==> src/rtl/ser_tx_pkg.sv <==
package ser_tx_pkg;
    localparam int unsigned BYTE_W    = 8;
    localparam int unsigned FRAME_LEN = BYTE_W + 2;
    localparam int unsigned IDX_W     = $clog2(FRAME_LEN);
    localparam int unsigned LAST_IDX  = FRAME_LEN - 1;

    typedef logic [BYTE_W-1:0] byte_t;
    typedef logic [IDX_W-1:0]  idx_t;
endpackage

==> src/rtl/tx_hold_reg.sv <==
module tx_hold_reg
    import ser_tx_pkg::*;
(
    input  logic  clk_i,
    input  logic  rst_ni,
    input  logic  wr_en_i,
    input  byte_t wr_data_i,
    input  logic  take_i,
    output logic  full_o,
    output byte_t data_o
);
    typedef struct packed {
        logic  full;
        byte_t data;
    } hold_t;

    hold_t st_d, st_q;

    always_comb begin
        st_d = st_q;
        if (take_i) begin
            st_d.full = 1'b0;
        end
        if (wr_en_i) begin
            st_d.full = 1'b1;
            st_d.data = wr_data_i;
        end
    end

    always_ff @(posedge clk_i) begin
        if (!rst_ni) begin
            st_q <= '0;
        end else begin
            st_q <= st_d;
        end
    end

    assign full_o = st_q.full;
    assign data_o = st_q.data;

    // the latest write is what the register holds
    assert_last_write_R9: assert property (@(posedge clk_i) disable iff (!rst_ni)
        wr_en_i |=> (st_q.full && st_q.data == $past(wr_data_i)));
endmodule

==> src/rtl/tx_frame_shift.sv <==
module tx_frame_shift
    import ser_tx_pkg::*;
(
    input  logic  clk_i,
    input  logic  rst_ni,
    input  logic  tick_i,
    input  logic  hold_full_i,
    input  byte_t hold_data_i,
    output logic  take_o,
    output logic  txd_o
);
    typedef struct packed {
        logic  busy;
        idx_t  idx;
        byte_t shreg;
        logic  txd;
    } shift_t;

    shift_t st_d, st_q;
    logic   frame_end;

    assign frame_end = !st_q.busy || (st_q.idx == idx_t'(LAST_IDX));

    always_comb begin
        st_d   = st_q;
        take_o = 1'b0;
        if (tick_i) begin
            if (frame_end) begin
                st_d.idx = '0;
                if (hold_full_i) begin
                    take_o     = 1'b1;
                    st_d.busy  = 1'b1;
                    st_d.shreg = hold_data_i;
                    st_d.txd   = 1'b0;
                end else begin
                    st_d.busy = 1'b0;
                    st_d.txd  = 1'b1;
                end
            end else begin
                st_d.idx = idx_t'(st_q.idx + 1'b1);
                if (st_q.idx == idx_t'(LAST_IDX - 1)) begin
                    st_d.txd = 1'b1;
                end else begin
                    st_d.txd   = st_q.shreg[0];
                    st_d.shreg = st_q.shreg >> 1;
                end
            end
        end
    end

    always_ff @(posedge clk_i) begin
        if (!rst_ni) begin
            st_q <= '{busy: 1'b0, idx: '0, shreg: '0, txd: 1'b1};
        end else begin
            st_q <= st_d;
        end
    end

    assign txd_o = st_q.txd;

    // line rests high whenever no frame is in flight
    assert_idle_high_R8: assert property (@(posedge clk_i) disable iff (!rst_ni)
        !st_q.busy |-> st_q.txd);
    // the bit index never leaves the frame
    assert_index_range_R2: assert property (@(posedge clk_i) disable iff (!rst_ni)
        st_q.idx <= idx_t'(LAST_IDX));
    // the shifter moves only on a tick
    assert_move_on_tick_R4: assert property (@(posedge clk_i) disable iff (!rst_ni)
        !tick_i |=> $stable(st_q));
endmodule

==> src/rtl/tx_bclk_gen.sv <==
module tx_bclk_gen #(
    parameter int unsigned HIGH_CYC = 2
) (
    input  logic clk_i,
    input  logic rst_ni,
    input  logic tick_i,
    output logic bclk_o
);
    localparam int unsigned CNT_W = $clog2(HIGH_CYC + 1);

    typedef struct packed {
        logic             bclk;
        logic [CNT_W-1:0] cnt;
    } bclk_t;

    bclk_t st_d, st_q;

    always_comb begin
        st_d = st_q;
        if (tick_i) begin
            st_d.bclk = 1'b1;
            st_d.cnt  = CNT_W'(HIGH_CYC - 1);
        end else if (st_q.cnt != '0) begin
            st_d.cnt = st_q.cnt - 1'b1;
        end else begin
            st_d.bclk = 1'b0;
        end
    end

    always_ff @(posedge clk_i) begin
        if (!rst_ni) begin
            st_q <= '0;
        end else begin
            st_q <= st_d;
        end
    end

    assign bclk_o = st_q.bclk;

    // every tick drives the output clock high on the next edge
    assert_tick_raises_R3: assert property (@(posedge clk_i) disable iff (!rst_ni)
        tick_i |=> st_q.bclk);
endmodule

==> src/rtl/tx_irq_ctrl.sv <==
module tx_irq_ctrl (
    input  logic clk_i,
    input  logic rst_ni,
    input  logic set_i,
    input  logic clr_i,
    output logic irq_o
);
    typedef struct packed {
        logic irq;
    } irq_t;

    irq_t st_d, st_q;

    always_comb begin
        st_d = st_q;
        if (set_i) begin
            st_d.irq = 1'b1;
        end else if (clr_i) begin
            st_d.irq = 1'b0;
        end
    end

    always_ff @(posedge clk_i) begin
        if (!rst_ni) begin
            st_q <= '0;
        end else begin
            st_q <= st_d;
        end
    end

    assign irq_o = st_q.irq;

    // acknowledge or write clears unless a transfer sets
    assert_irq_clear_R6: assert property (@(posedge clk_i) disable iff (!rst_ni)
        (clr_i && !set_i) |=> !st_q.irq);
    // a transfer always leaves the request high
    assert_irq_set_R5: assert property (@(posedge clk_i) disable iff (!rst_ni)
        set_i |=> st_q.irq);
endmodule

==> src/rtl/dbuf_serial_tx.sv <==
module dbuf_serial_tx
    import ser_tx_pkg::*;
#(
    parameter int unsigned HIGH_CYC = 2
) (
    input  logic             clk_i,
    input  logic             rst_ni,
    input  logic             wr_en_i,
    input  logic [BYTE_W-1:0] wr_data_i,
    input  logic             bit_tick_i,
    input  logic             irq_ack_i,
    output logic             txd_o,
    output logic             bclk_o,
    output logic             irq_o
);
    logic  hold_full;
    byte_t hold_data;
    logic  take;

    tx_hold_reg i_hold (
        .clk_i    (clk_i),
        .rst_ni   (rst_ni),
        .wr_en_i  (wr_en_i),
        .wr_data_i(wr_data_i),
        .take_i   (take),
        .full_o   (hold_full),
        .data_o   (hold_data)
    );

    tx_frame_shift i_shift (
        .clk_i      (clk_i),
        .rst_ni     (rst_ni),
        .tick_i     (bit_tick_i),
        .hold_full_i(hold_full),
        .hold_data_i(hold_data),
        .take_o     (take),
        .txd_o      (txd_o)
    );

    tx_bclk_gen #(.HIGH_CYC(HIGH_CYC)) i_bclk (
        .clk_i (clk_i),
        .rst_ni(rst_ni),
        .tick_i(bit_tick_i),
        .bclk_o(bclk_o)
    );

    tx_irq_ctrl i_irq (
        .clk_i (clk_i),
        .rst_ni(rst_ni),
        .set_i (take),
        .clr_i (irq_ack_i || wr_en_i),
        .irq_o (irq_o)
    );

    // data moves only together with a rising output clock
    assert_txd_on_bclk_R3: assert property (@(posedge clk_i) disable iff (!rst_ni)
        !$stable(txd_o) |-> $rose(bclk_o));
    // a newly raised request coincides with a start bit on the line
    assert_irq_with_start_R5: assert property (@(posedge clk_i) disable iff (!rst_ni)
        $rose(irq_o) |-> !txd_o);
endmodule

==> config.mk <==
export PLATFORM = sky130hd
export DESIGN_NAME = dbuf_serial_tx
export DESIGN_NICKNAME = d
export VERILOG_FILES = /design/src/rtl/ser_tx_pkg.sv /design/src/rtl/tx_hold_reg.sv /design/src/rtl/tx_frame_shift.sv /design/src/rtl/tx_bclk_gen.sv /design/src/rtl/tx_irq_ctrl.sv /design/src/rtl/dbuf_serial_tx.sv
export SDC_FILE = /design/constraint.sdc
export NUM_CORES = 1
export LEC_CHECK = 0
export BUFFER_PORTS_ARGS = -buffer_cell sky130_fd_sc_hd__buf_4
export CAP_MARGIN = 30
export CORE_UTILIZATION = 50
export CTS_BUF_LIST = sky130_fd_sc_hd__clkbuf_4
export DETAILED_ROUTE_END_ITERATION = 7
export PLACE_DENSITY = 0.7
export SLEW_MARGIN = 25
export SYNTH_ARGS = -nofsm -noshare
export SYNTH_HDL_FRONTEND = slang
export SYNTH_HIERARCHICAL = 1
export SYNTH_SLANG_ARGS = --single-unit
export TNS_END_PERCENT = 1
==> constraint.sdc <==
create_clock -name clk_i -period 4.2 [get_ports clk_i]
set_clock_uncertainty 0.1 [all_clocks]
set_input_delay 0.21 -clock clk_i [delete_from_list [all_inputs] [get_ports clk_i]]
set_output_delay 0.21 -clock clk_i [all_outputs]
set_load 0.02 [all_outputs]
==> metrics.yaml <==
detailed_routing:
  drt-vias-per-instance: 5.650
  totalWireLength_um: 2380
  detailroute.via_count: 1017
  drt.antenna.violating_nets: 0
  wl_per_cell_um: 13.22
  firstDrtPassIters: 4
  drt_drc_violations_left: 0
  drt_first_iter_violations: 21
grt:
  grt_pass1_vias: 881
  grt_pass1_wl_um: 3822
  grt_antenna_before_repair: 0
  globalRoute.totalOverflow: 0
  largest_net_degree_at_the_start_of_global_routing: 18
  grt.total_usage_pct: 18.71
sta:
  slew_headroom_pct: 59.38
  hold_violations_final: 0
  clock.fmax_ghz: 0.5947
  period_share_pct: 40.04
  period_minus_slack_ns: 1.681
  final.setup.tns_ns: 0
  rsz0062_at_grt: "false"
  maxSlewViolCount: 0
  worst_hold_slack_ns: 0.03145
  setup_viol: 0
  worst_slew_pin_slew_ns: 0.6084
status:
  outcome: "complete, no violations"
pwr:
  power_density_mw_per_mm2: 325.3
  ir_worst_vdd_v: 0.0002620
  leakage_nw: 0.5806
final_layout:
  layout.cells.most_common: "sky130_fd_sc_hd__dfxtp_1"
  share_of_post_route_cells_with_drive_strength_above_1_pct: 19.33
  insertedDiodeCount: 0
  multi_input_comb_area_um2: 676.9
  finalNetCount: 169
  stdcell_area_mm2: 0.001431
  areaGrowthSynthToFinish_pct: 10.53
  seq_area_um2: 540.5
  fill_cells: 228
  mostFrequentLayoutCells: "sky130_fd_sc_hd__dfxtp_1 (27), sky130_fd_sc_hd__buf_4 (15), sky130_fd_sc_hd__a21oi_1 (12)"
floorplanning:
  chipWidth_um: 52.89
  initial_util_pct: 52.75
  ioPinCount: 16
  fp-row-count: 18
  fp.coreArea_mm2: 0.002455
  die_h_um: 52.89
  die-area_mm2: 0.002797
synth:
  syn_area_per_cell_um2: 9.452
  synthesis.instances: 137
  cell_area_after_synthesis_mm2: 0.001295
  synth.yosys.seq_area_share_pct: 41.74
  synth_largest_area_cell: "sky130_fd_sc_hd__dfxtp_1"
  yosysUniqueCellTypes: 38
  synth.net_count: 155
  ys_seq_elements: 27
  synthesis.yosys.warnings: 6
  post-synth-top-area-fraction_pct: 41.74
  synth_area_leaders: "sky130_fd_sc_hd__dfxtp_1 (42%), sky130_fd_sc_hd__mux2i_1 (7.0%), sky130_fd_sc_hd__nor2b_1 (5.3%)"
critical_path:
  critical_path.max_stage_delay_ns: 0.74
  cp_top_family: "flip-flops"
  crit_path_max_fanout: 17
  cp_cell_sequence: "nand2b_1 -> o21ai_1 -> nor2_2 -> a311oi_1"
  critPathCaptureType: "flip-flop"
  r2r.worst_path.cells: 4
  worstSetupPathDepth: 4
  setup.worst_path.class: "reg -> reg"
  crit_required_ns: 4.34
  crit_buf_inv: 0
  worstSetupStartpointType: "flip-flop"
  cpMaxStageDelayCell: "sky130_fd_sc_hd__dfxtp_1"
  crit_arrival_ns: 1.82
hold_path:
  hold_path_class: "in -> reg"
  worstHoldPathCells: 3
clock_network:
  path_clk_slew_ns: 0.16
  cts_hold_repair.buffers: 0
  post-cts-setup-buffer-count: 0
  worstSkewPairLatency_ns: 0.33
  ctsRootBufferMaster: "sky130_fd_sc_hd__clkbuf_4"
  clock_tree_from_tritoncts: "yes"
  htree_num_levels: 1
  cts_buffers: 3
  maximum_root_to_sink_buffer_count: 2
  cts_resized: 0
  cts_sinks: 27
place:
  globalplace.congestion: 0.8045
  numPortBuffers: 15
  dp.final_hpwl_um: 1714
  dpl-instance-area_mm2: 0.001401
run:
  max-cap-violations: 0
==> report_power, final <==
| part | internal, mW | total (mW) | switching (mW) |
|---|---|---|---|
| registers | 0.271 | 0.283 | 0.0115 |
| clock network | 0.0364 | 0.116 | 0.0797 |
| logic | 0.0326 | 0.0671 | 0.0345 |
| total | 0.340 | 0.466 | 0.126 |
==> cell type report <==
class | instances | share of cell area (%)
Clock buffer | 3 | 1.573
Multi-Input combinational cell | 95 | 47.29
Sequential cell | 27 | 37.76
Inverter | 9 | 2.360
Timing Repair Buffer | 15 | 7.867
Clock inverter | 1 | 0.5245
Tap cell | 30 | 2.622
==> cell usage after synthesis <==
library cell                instances
sky130_fd_sc_hd__nor3_1             1
sky130_fd_sc_hd__nor4_1             1
sky130_fd_sc_hd__dfxtp_1           27
sky130_fd_sc_hd__a21boi_0           1
sky130_fd_sc_hd__nor2b_4            1
sky130_fd_sc_hd__nand4b_1           1
sky130_fd_sc_hd__nand4_1            1
sky130_fd_sc_hd__nand2b_1           1
sky130_fd_sc_hd__a311oi_1           7
sky130_fd_sc_hd__a311o_1            1
sky130_fd_sc_hd__nand3b_2           1
sky130_fd_sc_hd__nand3b_4           1
sky130_fd_sc_hd__nand2_1           11
sky130_fd_sc_hd__clkbuf_1           1
sky130_fd_sc_hd__o21a_2             1
sky130_fd_sc_hd__a31o_2             1
sky130_fd_sc_hd__a2111oi_1          1
sky130_fd_sc_hd__nor2_2             1
sky130_fd_sc_hd__o21ai_1            1
sky130_fd_sc_hd__a21o_2             1
sky130_fd_sc_hd__o21ai_0            3
sky130_fd_sc_hd__o21a_1             4
sky130_fd_sc_hd__nor2b_1           11
sky130_fd_sc_hd__a21oi_2            1
sky130_fd_sc_hd__ha_1               5
sky130_fd_sc_hd__o211ai_1           1
sky130_fd_sc_hd__and2b_2            1
sky130_fd_sc_hd__inv_1              9
sky130_fd_sc_hd__buf_2              2
sky130_fd_sc_hd__nand2_4            1
sky130_fd_sc_hd__o22ai_1            1
sky130_fd_sc_hd__a21oi_1           12
sky130_fd_sc_hd__nand3_1           10
sky130_fd_sc_hd__buf_6              2
sky130_fd_sc_hd__or2_1              1
sky130_fd_sc_hd__and2_1             1
sky130_fd_sc_hd__mux2i_1            9
sky130_fd_sc_hd__buf_4              1
==> kinds of logic after synthesis <==
family	share of synthesized area [%]
AND/OR/NAND/NOR	21.35
AO/OA/AOI/OAI	19.13
flip-flops	41.74
buffers and inverters	5.990
multiplexers	6.957
adder cells (fa/ha/maj)	4.831
==> routing by layer <==
| metal | track usage [%] | vias to the layer above | part of all wire [%] |
|---|---|---|---|
| met5 | 0 | - | 0 |
| met4 | 7.456 | 0 | 1.1 |
| met3 | 2.874 | 4 | 2.7 |
| met2 | 28.06 | 19 | 44 |
| met1 | 26.55 | 478 | 52 |
| li1 | - | 516 | - |
==> state kept, by name, indices dropped and copies added (netlist names) <==
signal,cells
i_shift/st_q,13
i_hold/data_o,8
i_bclk/st_q,2
i_bclk/bclk_o,1
i_hold/full_o,1
i_irq/irq_o,1
i_shift/txd_o,1
==> final timing paths <==
kind	start	to	slack [ns]
setup / recovery	i_shift/st_q[13]	i_shift/st_q[5]	2.52
hold reg to reg	i_shift/st_q[8]	i_shift/st_q[8]	0.40
hold / removal	wr_data_i[4]	i_hold/data_o[4]	0.03
setup reg to reg	i_shift/st_q[13]	i_shift/st_q[5]	2.52
==> worst reg2reg max path, cell delays in order (launching register included) <==
cell,delay [ns]
sky130_fd_sc_hd__dfxtp_1,0.74
sky130_fd_sc_hd__nand2b_1,0.19
sky130_fd_sc_hd__o21ai_1,0.22
sky130_fd_sc_hd__nor2_2,0.11
sky130_fd_sc_hd__a311oi_1,0.25
==> per-stage QoR <==
stage	utilization, %	setup WS, ns	power (mW)	std cells
6_report	58.31	2.519	0.4657	180
5_1_grt	58.31	2.377	0.4906	180
4_1_cts	58.31	2.514	0.4696	180
3_5_place_dp	57.08	2.539	0.3550	176
3_3_place_gp	57.08	2.570	0.3520	176
2_1_floorplan	-	2.771	0.3333	137
Note: power is estimated with default switching activity, not from simulation.
